--- config.mk ---
export PLATFORM = sky130hd
export DESIGN_NAME = card_clk_div
export DESIGN_NICKNAME = d
export VERILOG_FILES = /design/src/rtl/ccd_pkg.sv /design/src/rtl/ccd_sync.sv /design/src/rtl/ccd_phase_cnt.sv /design/src/rtl/ccd_out_gate.sv /design/src/rtl/card_clk_div.sv
export SDC_FILE = /design/constraint.sdc
export NUM_CORES = 1
export LEC_CHECK = 0
export BUFFER_PORTS_ARGS = -buffer_cell sky130_fd_sc_hd__buf_2
export CORE_MARGIN = 5
export CORE_UTILIZATION = 39
export CTS_CLUSTER_DIAMETER = 150
export CTS_CLUSTER_SIZE = 28
export DETAILED_ROUTE_END_ITERATION = 7
export PLACE_DENSITY = 0.59
export SETUP_SLACK_MARGIN = 0.1
export SLEW_MARGIN = 5
export SYNTH_ARGS = -nofsm -noshare
export SYNTH_HDL_FRONTEND = slang
export SYNTH_HIERARCHICAL = 1
export SYNTH_SLANG_ARGS = --single-unit
--- constraint.sdc ---
create_clock -name clk_ref -period 0.8 [get_ports clk_ref]
set_input_delay 0.04 -clock clk_ref [delete_from_list [all_inputs] [get_ports clk_ref]]
set_output_delay 0.04 -clock clk_ref [all_outputs]
set_load 0.05 [all_outputs]
--- src/rtl/ccd_pkg.sv ---
package ccd_pkg;

  // Largest division is 2**MAX_LOG2; the phase counter is this wide.
  localparam int MAX_LOG2 = 3;

  // Internal ratio encoding: value is log2 of the divisor.
  typedef enum logic [1:0] {
    RATIO_1 = 2'd0,
    RATIO_2 = 2'd1,
    RATIO_4 = 2'd2,
    RATIO_8 = 2'd3
  } ratio_e;

  // External code to ratio: 00 -> /8, 01 -> /4, 11 -> /2, 10 -> /1.
  function automatic ratio_e decode_sel(input logic [1:0] code);
    case (code)
      2'b00:   decode_sel = RATIO_8;
      2'b01:   decode_sel = RATIO_4;
      2'b11:   decode_sel = RATIO_2;
      default: decode_sel = RATIO_1;
    endcase
  endfunction

endpackage

--- src/rtl/ccd_sync.sv ---
// Multi-stage synchronizer, also used as a reset release synchronizer.
module ccd_sync #(
  parameter int              WIDTH   = 1,
  parameter int              STAGES  = 2,
  parameter logic [WIDTH-1:0] RST_VAL = '0
) (
  input  logic             clk,
  input  logic             rst_n,
  input  logic [WIDTH-1:0] d,
  output logic [WIDTH-1:0] q
);

  logic [WIDTH-1:0] stage_q [STAGES];
  logic [WIDTH-1:0] stage_d [STAGES];

  always_comb begin
    stage_d[0] = d;
    for (int i = 1; i < STAGES; i++) begin
      stage_d[i] = stage_q[i-1];
    end
  end

  always_ff @(posedge clk or negedge rst_n) begin
    if (!rst_n) begin
      for (int i = 0; i < STAGES; i++) begin
        stage_q[i] <= RST_VAL;
      end
    end else begin
      for (int i = 0; i < STAGES; i++) begin
        stage_q[i] <= stage_d[i];
      end
    end
  end

  assign q = stage_q[STAGES-1];

endmodule

--- src/rtl/ccd_phase_cnt.sv ---
// Free-running phase counter; its wrap is the common low point of all ratios.
module ccd_phase_cnt #(
  parameter int CNT_W = 3
) (
  input  logic             clk,
  input  logic             rst_n,
  output logic [CNT_W-1:0] cnt_q,
  output logic [CNT_W-1:0] cnt_nx,
  output logic             wrap
);

  always_comb begin
    cnt_nx = cnt_q + 1'b1;
    wrap   = (cnt_nx == '0);
  end

  always_ff @(posedge clk or negedge rst_n) begin
    if (!rst_n) begin
      cnt_q <= '0;
    end else begin
      cnt_q <= cnt_nx;
    end
  end

  // the counter advances by one every reference cycle
  a_r2_cnt_step: assert property (@(posedge clk) disable iff (!rst_n)
    1'b1 |=> (cnt_q == $past(cnt_q) + 1'b1));

endmodule

--- src/rtl/ccd_out_gate.sv ---
// Output stage: full-rate path gated by an enable changed only while the
// reference is low, merged with the registered divided clock.
module ccd_out_gate (
  input  logic clk,
  input  logic rst_n,
  input  logic full_req,
  input  logic div_q,
  output logic clk_out
);

  logic en_q;
  logic en_d;

  always_comb begin
    en_d = full_req;
  end

  always_ff @(negedge clk or negedge rst_n) begin
    if (!rst_n) begin
      en_q <= 1'b0;
    end else begin
      en_q <= en_d;
    end
  end

  assign clk_out = (clk & en_q) | div_q;

  // the full-rate enable is never open unless divide by 1 is running
  a_r5_enable_tracks_request: assert property (@(posedge clk) disable iff (!rst_n)
    en_q |-> full_req);

  // the divided path and the full-rate path are never live together
  a_r3_paths_exclusive: assert property (@(posedge clk) disable iff (!rst_n)
    en_q |-> !div_q);

endmodule

--- src/rtl/card_clk_div.sv ---
module card_clk_div #(
  parameter int SYNC_STAGES = 2
) (
  input  logic       clk_ref,
  input  logic       rst_n,
  input  logic [1:0] ratio_sel,
  input  logic       run,
  output logic       card_clk
);

  import ccd_pkg::*;

  localparam int CNT_W = MAX_LOG2;

  logic             rst_sync_n;
  logic [1:0]       sel_s;
  logic             run_s;
  logic [CNT_W-1:0] cnt_q;
  logic [CNT_W-1:0] cnt_nx;
  logic             wrap;

  ratio_e act_q, act_nx;
  logic   run_q, run_nx;
  logic   tap;
  logic   div_nx, div_q;
  logic   full_req;

  // Reset release synchronizer
  ccd_sync #(.WIDTH(1), .STAGES(SYNC_STAGES), .RST_VAL(1'b0)) u_rst_sync (
    .clk   (clk_ref),
    .rst_n (rst_n),
    .d     (1'b1),
    .q     (rst_sync_n)
  );

  // Select code and gate synchronizers; select resets to the /8 code
  ccd_sync #(.WIDTH(2), .STAGES(SYNC_STAGES), .RST_VAL(2'b00)) u_sel_sync (
    .clk   (clk_ref),
    .rst_n (rst_sync_n),
    .d     (ratio_sel),
    .q     (sel_s)
  );

  ccd_sync #(.WIDTH(1), .STAGES(SYNC_STAGES), .RST_VAL(1'b0)) u_run_sync (
    .clk   (clk_ref),
    .rst_n (rst_sync_n),
    .d     (run),
    .q     (run_s)
  );

  ccd_phase_cnt #(.CNT_W(CNT_W)) u_phase (
    .clk    (clk_ref),
    .rst_n  (rst_sync_n),
    .cnt_q  (cnt_q),
    .cnt_nx (cnt_nx),
    .wrap   (wrap)
  );

  // Next state: ratio and gate are reloaded only at the counter wrap
  always_comb begin
    act_nx = act_q;
    run_nx = run_q;
    if (wrap) begin
      act_nx = decode_sel(sel_s);
      run_nx = run_s;
    end
    case (act_nx)
      RATIO_2: tap = cnt_nx[0];
      RATIO_4: tap = cnt_nx[1];
      RATIO_8: tap = cnt_nx[CNT_W-1];
      default: tap = 1'b0;
    endcase
    div_nx   = tap & run_nx;
    full_req = run_q & (act_q == RATIO_1);
  end

  always_ff @(posedge clk_ref or negedge rst_sync_n) begin
    if (!rst_sync_n) begin
      act_q <= RATIO_8;
      run_q <= 1'b0;
      div_q <= 1'b0;
    end else begin
      act_q <= act_nx;
      run_q <= run_nx;
      div_q <= div_nx;
    end
  end

  ccd_out_gate u_gate (
    .clk      (clk_ref),
    .rst_n    (rst_sync_n),
    .full_req (full_req),
    .div_q    (div_q),
    .clk_out  (card_clk)
  );

  // the active ratio moves only on the counter wrap
  a_r2_ratio_moves_at_wrap: assert property (@(posedge clk_ref) disable iff (!rst_sync_n)
    (act_q != $past(act_q)) |-> (cnt_q == '0));

  // the divided clock is low in the cycle that follows each wrap
  a_r2_low_after_wrap: assert property (@(posedge clk_ref) disable iff (!rst_sync_n)
    (cnt_q == '0) |-> !div_q);

  // while stopped the divided path is quiet
  a_r6_stopped_quiet: assert property (@(posedge clk_ref) disable iff (!rst_sync_n)
    !run_q |-> !div_q);

  // the divided path is idle while divide by 1 is active
  a_r5_div1_no_divided: assert property (@(posedge clk_ref) disable iff (!rst_sync_n)
    (act_q == RATIO_1) |-> !div_q);

endmodule

==> run_results.csv, run 1 <==
group,metric,value,unit
sta,period_share,194,%
global_route,antenna_found_initial,0,
floorplan,die-height,48.4,um
synth,synth_top_family_by_area,"adder cells",
detailed_routing,drc_errors,0,
global_route,met1_usage,9.30,%
critical_path,crit_fanout,3,
synth,synthAdderAreaFrac,8.71,%
power,power.leakage,0.408,nW
cells_and_area,utilization,62.1,%
cells_and_area,insertedDiodeCount,0,
sta,finalSetupTns,-3330,ps
flow_run,drv_cap,0,
detailed_routing,drt_iter0_drc,3,
sta,setup_ws,-755,ps
critical_path,crit_arrival,1850,ps
synth,synth-seq-cells,16,
detailed_routing,via_per_inst,4.62,
critical_path,crit_end,"div_q$_DFF_PN0_",
detailed_routing,antenna_left,0,
critical_path,r2r-start,"u_phase/cnt_q[0]$_DFF_PN0_",
global_route,grt_pass1_wl,1740,um
sta,rsz0062_at_grt,"true",
global_route,use_met3,8.26,%
clock_network,clk_latency,390,ps
sta,hold-worst-slack,90.6,ps
global_route,grt_pass1_vias,436,
floorplan,initial_core_util,42.5,%
cells_and_area,fillCellCount,113,
clock_network,clk_pin_slew,80,ps
floorplan,die-area,2340,um^2
placed_design,postPlaceCellArea,697,um^2
synth,ys_seq_area_share,70.2,%
floorplan,ioPinCount,6,
placed_design,placed_cells,66,
critical_path,reg2reg_depth,5,
cells_and_area,fin_nets,74,
synth,netlist_instances,39,
clock_network,cts_tree,"done",
critical_path,critPathRequiredTime,1090,ps
global_route,met2_usage,14.3,%
synth,synth_nets,48,
cells_and_area,layout.cells.non_filler,79,
critical_path,worstSetupStartpoint,"u_phase/cnt_q[0]$_DFF_PN0_",
critical_path,rrSetupSlack,-750,ps
placed_design,gp_congestion,0.698,
detailed_routing,wire_per_inst,12.1,um
power,power,1.71,mW
sta,period_needed,1550,ps
sta,clock_skew,13.5,ps
synth,synthSimpleGateAreaFrac,8.71,%
floorplan,die_x,48.4,um
floorplan,core_area,1350,um^2
synth,synth_warnings,6,
sta,hold_viol_final,0,
cells_and_area,final_area,838,um^2
critical_path,rr_endpoint,"div_q$_DFF_PN0_",
global_route,grt_max_degree,10,
synth,yosysUniqueCellTypes,16,
placed_design,io_buffers,5,
floorplan,rows,13,
critical_path,start_kind,"flop",
global_route,track_usage,10.2,%
power,ir_drop,1.09,mV
synth,avgSynthCellArea,14.7,um^2
cells_and_area,drive_gt1_share,53.1,%
placed_design,dpl.hpwl,662,um
global_route,grt-busiest-layer,"met2",
critical_path,end_kind,"flop",
worst_hold_path,hp-class,"reg2async",
sta,fmax,643,MHz
synth,synthXorXnorAreaFrac,0,%
global_route,grt-ovfl-total,0,
cells_and_area,area_growth,46.0,%
synth,syn-cell-area,574,um^2
status,violations,"setup timing",
critical_path,worstSetupPathType,"reg2reg",
detailed_routing,first_pass_iters,3,
placed_design,place_ws,-734,ps
status,status,"finished with violations",
synth,synth_compound_area_share,6.75,%
detailed_routing,wl,956,um
synth,synthMuxAreaShare,1.74,%
sta,setup_viol,7,
power,p_per_area,2040,nW/um^2
sta,maxSlewViolCount,0,
detailed_routing,vias,365,
-- layer usage --
metal	wire length (um)	vias up
met2	467	9
met1	403	177
met4	16	0
li1	-	176
met3	69	3
met5	0	-
-- state kept, by name, summed over array words and instances, names as in the netlist --
register / cells
u_phase/cnt_q: 3
act_q: 2
u_sel_sync/q: 2
u_sel_sync/stage_d: 2
div_q: 1
run_q: 1
u_gate/en_q: 1
u_rst_sync/q: 1
u_rst_sync/stage_d: 1
u_run_sync/q: 1
u_run_sync/stage_d: 1
-- worst min-delay path by stage --
stage               slack, ps                               to  cells past startpoint
floorplan                -260           u_rst_sync/q$_DFF_PN0_                      0
global placement         -180  u_rst_sync/stage_d[0]$_DFF_PN0_                      1
detailed placement       -170  u_rst_sync/stage_d[0]$_DFF_PN0_                      1
CTS                        90                  div_q$_DFF_PN0_                      0
global route              110                  run_q$_DFF_PN0_                      0
finish                     90                  div_q$_DFF_PN0_                      0
-- timing repair --
item / 4_1_cts / 5_1_grt
buffers inserted: 0 / 1
endpoints found under the setup margin: 8 / 8
endpoints found under the hold margin: 5 / 0
resized for setup: 5 / 4
pin swaps: 0 / 1
hold buffers: 5 / 0
-- layout make-up --
class / count / area [um^2] / share of cell area (%)
clock buffers: 8 / 60.1 / 7.16
inverters: 5 / 18.8 / 2.24
multi-input cells: 18 / 206 / 24.6
flip-flops and latches: 16 / 404 / 48.2
well taps: 15 / 18.8 / 2.24
repair buffers: 17 / 130 / 15.5
-- cells in the final DEF, fill, tap and decap left out, types with 2 or more instances in the layout --
cell / n
buf_2: 4
buf_4: 8
clkbuf_4: 6
dfrtp_1: 12
dfstp_2: 2
dlygate4sd3_1: 5
ha_1: 2
inv_1: 5
nor2_2: 3
-- synth_stat cells (all sizes together) --
| cell | n | area (um^2) |
|---|---|---|
| nor3b | 2 | 20.0 |
| inv | 5 | 18.8 |
| and2 | 1 | 6.26 |
| dfrtn | 1 | 25.0 |
| a21o | 1 | 7.51 |
| o21ai | 1 | 5.00 |
| mux2i | 1 | 10.0 |
| or3b | 1 | 8.76 |
| o32a | 1 | 11.3 |
| nor2 | 4 | 15.0 |
| a311oi | 1 | 15.0 |
| conb | 1 | 3.75 |
| dfstp | 2 | 52.6 |
| ha | 4 | 50.1 |
| dfrtp | 13 | 325 |
-- cells by family after synthesis --
group	after synthesis
other	1
AO/OA/AOI/OAI	4
adder cells (fa/ha/maj)	4
buffers and inverters	5
AND/OR/NAND/NOR	8
multiplexers	1
flip-flops	16
-- worst max-delay path, cell delays in order, from the launching register on --
cell and delay, ps:
dfrtp_1 390, ha_2 190, ha_4 160, and2_4 140, or3b_4 390, a311oi_2 200
-- report_power, final --
group / total (mW) / internal [mW] / leakage, nW / switching (mW)
registers: 0.878 / 0.854 / 0.194 / 0.0238
clock network: 0.723 / 0.394 / 0.0426 / 0.328
logic: 0.106 / 0.0618 / 0.171 / 0.0438
total: 1.71 / 1.31 / 0.408 / 0.396
(Power assumes the default switching activity.)
==> run 2: changes to the inputs <==
--- a/config.mk
+++ b/config.mk
@@ -11,7 +11,6 @@
 export CTS_CLUSTER_DIAMETER = 150
 export CTS_CLUSTER_SIZE = 28
 export DETAILED_ROUTE_END_ITERATION = 7
-export PLACE_DENSITY = 0.59
 export SETUP_SLACK_MARGIN = 0.1
 export SLEW_MARGIN = 5
 export SYNTH_ARGS = -nofsm -noshare
==> run_results.csv, run 2 (same netlist as run 1, synthesis figures left out) <==
group,metric,value,unit
status,status,"finished with violations",
status,violations,"setup timing",
power,p_per_area,2000,nW/um^2
cells_and_area,insertedDiodeCount,0,
sta,period_needed,1520,ps
sta,hold-worst-slack,79.8,ps
placed_design,io_buffers,5,
global_route,grt_max_degree,10,
cells_and_area,layout_common_cells,"dfrtp_1 (12), buf_4 (7), clkbuf_4 (6)",
cells_and_area,regMostFlops,"u_phase/cnt_q",
detailed_routing,drc_errors,0,
power,power_switching,0.389,mW
sta,maxSlewViolCount,0,
placed_design,dpl.hpwl,623,um
worst_hold_path,hp-class,"reg2async",
power,power_frac_comb,5.9,%
sta,clock_skew,14.9,ps
cells_and_area,fillCellCount,110,
cells_and_area,multiInputGateArea,211,um^2
floorplan,initial_core_util,42.5,%
sta,period_share,190,%
detailed_routing,first_pass_iters,3,
detailed_routing,met3_length,58,um
clock_network,clk_latency,390,ps
global_route,track_usage,9.04,%
critical_path,worstSetupPathType,"reg2reg",
detailed_routing,wl_met1,361,um
clock_network,clk_pin_slew,90,ps
cells_and_area,area_growth,47.5,%
floorplan,die_x,48.4,um
power,pwr-share-clk,42.3,%
floorplan,die-area,2340,um^2
cells_and_area,fin_nets,74,
detailed_routing,wire_per_inst,11.1,um
floorplan,rows,13,
global_route,grt_pass1_vias,423,
sta,setup_viol,7,
power,pwr-share-seq,51.8,%
detailed_routing,wl_met2,445,um
detailed_routing,drt_iter0_drc,4,
power,ir_drop,1.28,mV
detailed_routing,top_layer,"met4",
critical_path,end_kind,"flop",
sta,hold_viol_final,0,
sta,setup_ws,-717,ps
critical_path,reg2reg_depth,5,
detailed_routing,antenna_left,0,
floorplan,die-height,48.4,um
placed_design,place_ws,-709,ps
clock_network,cts_tree,"done",
detailed_routing,via_per_inst,4.47,
power,power.leakage,0.406,nW
floorplan,ioPinCount,6,
global_route,grt-ovfl-total,0,
cells_and_area,drive_gt1_share,51.6,%
global_route,antenna_found_initial,0,
sta,rsz0062_at_grt,"true",
critical_path,crit_fanout,3,
critical_path,critPathRequiredTime,1090,ps
critical_path,crit_arrival,1810,ps
cells_and_area,largest_register_ffs,3,
cells_and_area,layout_commonest_cell,"dfrtp_1",
detailed_routing,wl,877,um
critical_path,start_kind,"flop",
power,intPower,1.30,mW
flow_run,drv_cap,0,
cells_and_area,seq_area,404,um^2
detailed_routing,vias,353,
placed_design,gp_congestion,0.681,
global_route,grt_pass1_wl,1520,um
power,swShare,23.0,%
sta,fmax,659,MHz
floorplan,core_area,1350,um^2
## run 2: cell counts in the layout (fill, tap and decap cells not counted)
No cell type changed its count.
## run 2: path summary, 6_finish.rpt
path                                            start                               to  slack [ps]
max                        u_phase/cnt_q[0]$_DFF_PN0_                  div_q$_DFF_PN0_        -720
min                            u_rst_sync/q$_DFF_PN0_                  run_q$_DFF_PN0_          80
max reg2reg                u_phase/cnt_q[0]$_DFF_PN0_                  div_q$_DFF_PN0_        -720
min reg2reg                    u_rst_sync/q$_DFF_PN0_                  run_q$_DFF_PN0_          80
max in group asynchronous                       rst_n           u_rst_sync/q$_DFF_PN0_         160
min in group clk_ref                     ratio_sel[1]  u_sel_sync/stage_d[1]$_DFF_PN0_         290
## run 2: layer usage
layer  track usage (%)  vias up
li1                  -      176
met1              8.58      168
met2              13.5        7
met3              5.81        2
met4              7.37        0
met5                 0        -
## run 2: timing repair
item                                    4_1_cts  5_1_grt
endpoints found under the setup margin        8        8
endpoints found under the hold margin         5        0
hold buffers                                  5        0
buffers inserted                              0        1
gates resized for setup                       8        2
pin swaps                                     1        4
## run 2: through the flow
step                TNS [ps]  total power [mW]  cell area (um^2)  std cells  util, %
finish                 -3160              1.69               847         79     62.7
floorplan              -2010             0.985               601         39        -
global placement       -2690              1.02               697         66     51.6
detailed placement     -2840              1.03               697         66     51.6
CTS                    -3180              1.71               830         78     61.4
global route           -3470              1.79               847         79     62.7
## run 2: power groups by stage
stage / sequential [mW] / clock [mW] / combinational (mW)
final: 0.877 / 0.716 / 0.100
after CTS: 0.878 / 0.737 / 0.0987
after detailed placement: 0.891 / 0.0643 / 0.0716
after global placement: 0.888 / 0.0643 / 0.0684
after global routing: 0.883 / 0.792 / 0.112
after floorplan: 0.889 / 0.0581 / 0.0372
## run 2: layout make-up
type                    count  area share, %
flip-flops and latches     16           47.7
multi-input cells          18           25.0
repair buffers             17           15.8
clock buffers               8           7.09
inverters                   5           2.22
well taps                  15           2.22
## run 2: critical path: stages, from the launching register on
cell and delay [ps]:
dfrtp_1 420, ha_4 180, ha_4 150, and2_4 140
or3b_1 350, a311oi_2 190
==> run 3: changes to the inputs <==
--- a/config.mk
+++ b/config.mk
@@ -12,6 +12,7 @@
 export CTS_CLUSTER_SIZE = 28
 export DETAILED_ROUTE_END_ITERATION = 7
 export SETUP_SLACK_MARGIN = 0.1
+export SKIP_CTS_REPAIR_TIMING = 1
 export SLEW_MARGIN = 5
 export SYNTH_ARGS = -nofsm -noshare
 export SYNTH_HDL_FRONTEND = slang
==> run_results.csv, run 3 (same netlist as run 1, synthesis figures left out) <==
group,metric,value,unit
critical_path,crit_path_cell_trace,"ha_4 -> ha_4 -> and2_4 -> or3b_1 -> a311oi_2",
detailed_routing,via_per_inst,4.50,
sta,setup_ws,-717,ps
flow_run,drv_cap,0,
clock_network,clk_latency,390,ps
critical_path,rrSetupSlack,-720,ps
floorplan,die-area,2340,um^2
sta,rsz0062_at_grt,"true",
placed_design,postPlaceCellArea,697,um^2
cells_and_area,utilization,64.4,%
cells_and_area,regMostFlops,"u_phase/cnt_q",
worst_hold_path,hp-class,"reg2async",
critical_path,crit_fanout,3,
floorplan,die_x,48.4,um
critical_path,critPathRequiredTime,1090,ps
critical_path,cp.buffers_inverters,0,
floorplan,rows,13,
critical_path,reg2reg_depth,5,
placed_design,dpl.hpwl,623,um
cells_and_area,layout_commonest_cell,"dfrtp_1",
power,pwr-share-clk,41.7,%
sta,fmax,659,MHz
cells_and_area,area_growth,51.4,%
detailed_routing,antenna_left,0,
critical_path,end_kind,"flop",
global_route,track_usage,8.72,%
power,power,1.71,mW
power,intPower,1.32,mW
sta,maxSlewViolCount,0,
placed_design,gp_congestion,0.681,
critical_path,cp_num_cells,5,
critical_path,rr_endpoint,"div_q$_DFF_PN0_",
global_route,grt-ovfl-total,0,
cells_and_area,layout.cells.non_filler,80,
power,pwr-share-seq,51.4,%
power,power_frac_comb,6.9,%
critical_path,worstSetupPathType,"reg2reg",
sta,setup_viol,7,
critical_path,crit_family,"simple AND/OR/NAND/NOR gates",
critical_path,timing.critical_path.mode_cell,"ha_4",
power,swShare,23.1,%
cells_and_area,seq_area,404,um^2
power,p_per_area,1970,nW/um^2
cells_and_area,layout_common_cells,"dfrtp_1 (12), buf_4 (7), clkbuf_4 (6)",
sta,hold_viol_final,0,
floorplan,die-height,48.4,um
floorplan,initial_core_util,42.5,%
sta,period_needed,1520,ps
power,power_switching,0.395,mW
placed_design,placed_cells,66,
cells_and_area,fillCellCount,110,
status,violations,"setup timing",
global_route,grt_pass1_wl,1460,um
cells_and_area,final_area,870,um^2
sta,period_share,190,%
critical_path,crit_end,"div_q$_DFF_PN0_",
placed_design,io_buffers,5,
cells_and_area,fin_nets,75,
detailed_routing,drt_iter0_drc,4,
cells_and_area,multiInputGateArea,223,um^2
global_route,grt_max_degree,10,
detailed_routing,wl,899,um
floorplan,core_area,1350,um^2
critical_path,cpPeakStageDelay,420,ps
status,status,"finished with violations",
critical_path,crit_arrival,1810,ps
critical_path,worstSetupStartpoint,"u_phase/cnt_q[0]$_DFF_PN0_",
detailed_routing,vias,360,
detailed_routing,first_pass_iters,3,
detailed_routing,drc_errors,0,
cells_and_area,drive_gt1_share,53.8,%
floorplan,ioPinCount,6,
critical_path,r2r-start,"u_phase/cnt_q[0]$_DFF_PN0_",
power,power.leakage,0.416,nW
global_route,grt_pass1_vias,402,
clock_network,clk_pin_slew,90,ps
cells_and_area,insertedDiodeCount,0,
sta,clock_skew,14.9,ps
global_route,antenna_found_initial,0,
clock_network,cts_tree,"done",
cells_and_area,largest_register_ffs,3,
critical_path,crit_slowest_cell,"dfrtp_1",
critical_path,start_kind,"flop",
detailed_routing,wire_per_inst,11.2,um
power,ir_drop,1.34,mV
## run 3: cell count changes in the layout (fill, tap and decap cells not counted), sizes merged
cell,change
buf,+1
## run 3: layer usage
metal | track usage, % | vias up | routed length, um
met5 | 0 | - | 0
li1 | - | 178 | -
met4 | 7.37 | 0 | 12
met1 | 7.99 | 173 | 366
met3 | 5.81 | 2 | 58
met2 | 13.0 | 7 | 462
## run 3: layout make-up
type                            instances  area share [%]
Clock buffer                            8            6.91
Inverter                                5            2.16
Multi-Input combinational cell         18            25.6
Sequential cell                        16            46.5
Tap cell                               15            2.16
Timing Repair Buffer                   18            16.7
## run 3: per-stage QoR
step           hold WS (ps)  setup slack, ps  setup TNS, ps
2_1_floorplan          -256             -691          -2010
3_3_place_gp           -176             -694          -2690
3_5_place_dp           -174             -709          -2840
5_1_grt                 103             -769          -3550
6_report               79.8             -717          -3250
4_1_cts                -582             -804          -3380
## run 3: worst min-delay path by stage
| stage | from | endpoint | slack [ps] | cells after the start |
|---|---|---|---|---|
| after floorplan | rst_n | u_rst_sync/q$_DFF_PN0_ | -260 | 0 |
| after global placement | rst_n | u_rst_sync/stage_d[0]$_DFF_PN0_ | -180 | 1 |
| after detailed placement | rst_n | u_rst_sync/stage_d[0]$_DFF_PN0_ | -170 | 1 |
| after CTS | rst_n | u_rst_sync/q$_DFF_PN0_ | -580 | 1 |
| after global routing | u_rst_sync/q$_DFF_PN0_ | run_q$_DFF_PN0_ | 100 | 0 |
| final | u_rst_sync/q$_DFF_PN0_ | run_q$_DFF_PN0_ | 80 | 0 |
## run 3: power by group through the flow
stage	logic, mW	registers (mW)	clock network [mW]
finish	0.118	0.880	0.715
global route	0.131	0.887	0.794
CTS	0.0715	0.876	0.722
detailed placement	0.0716	0.891	0.0643
global placement	0.0684	0.888	0.0643
floorplan	0.0372	0.889	0.0581
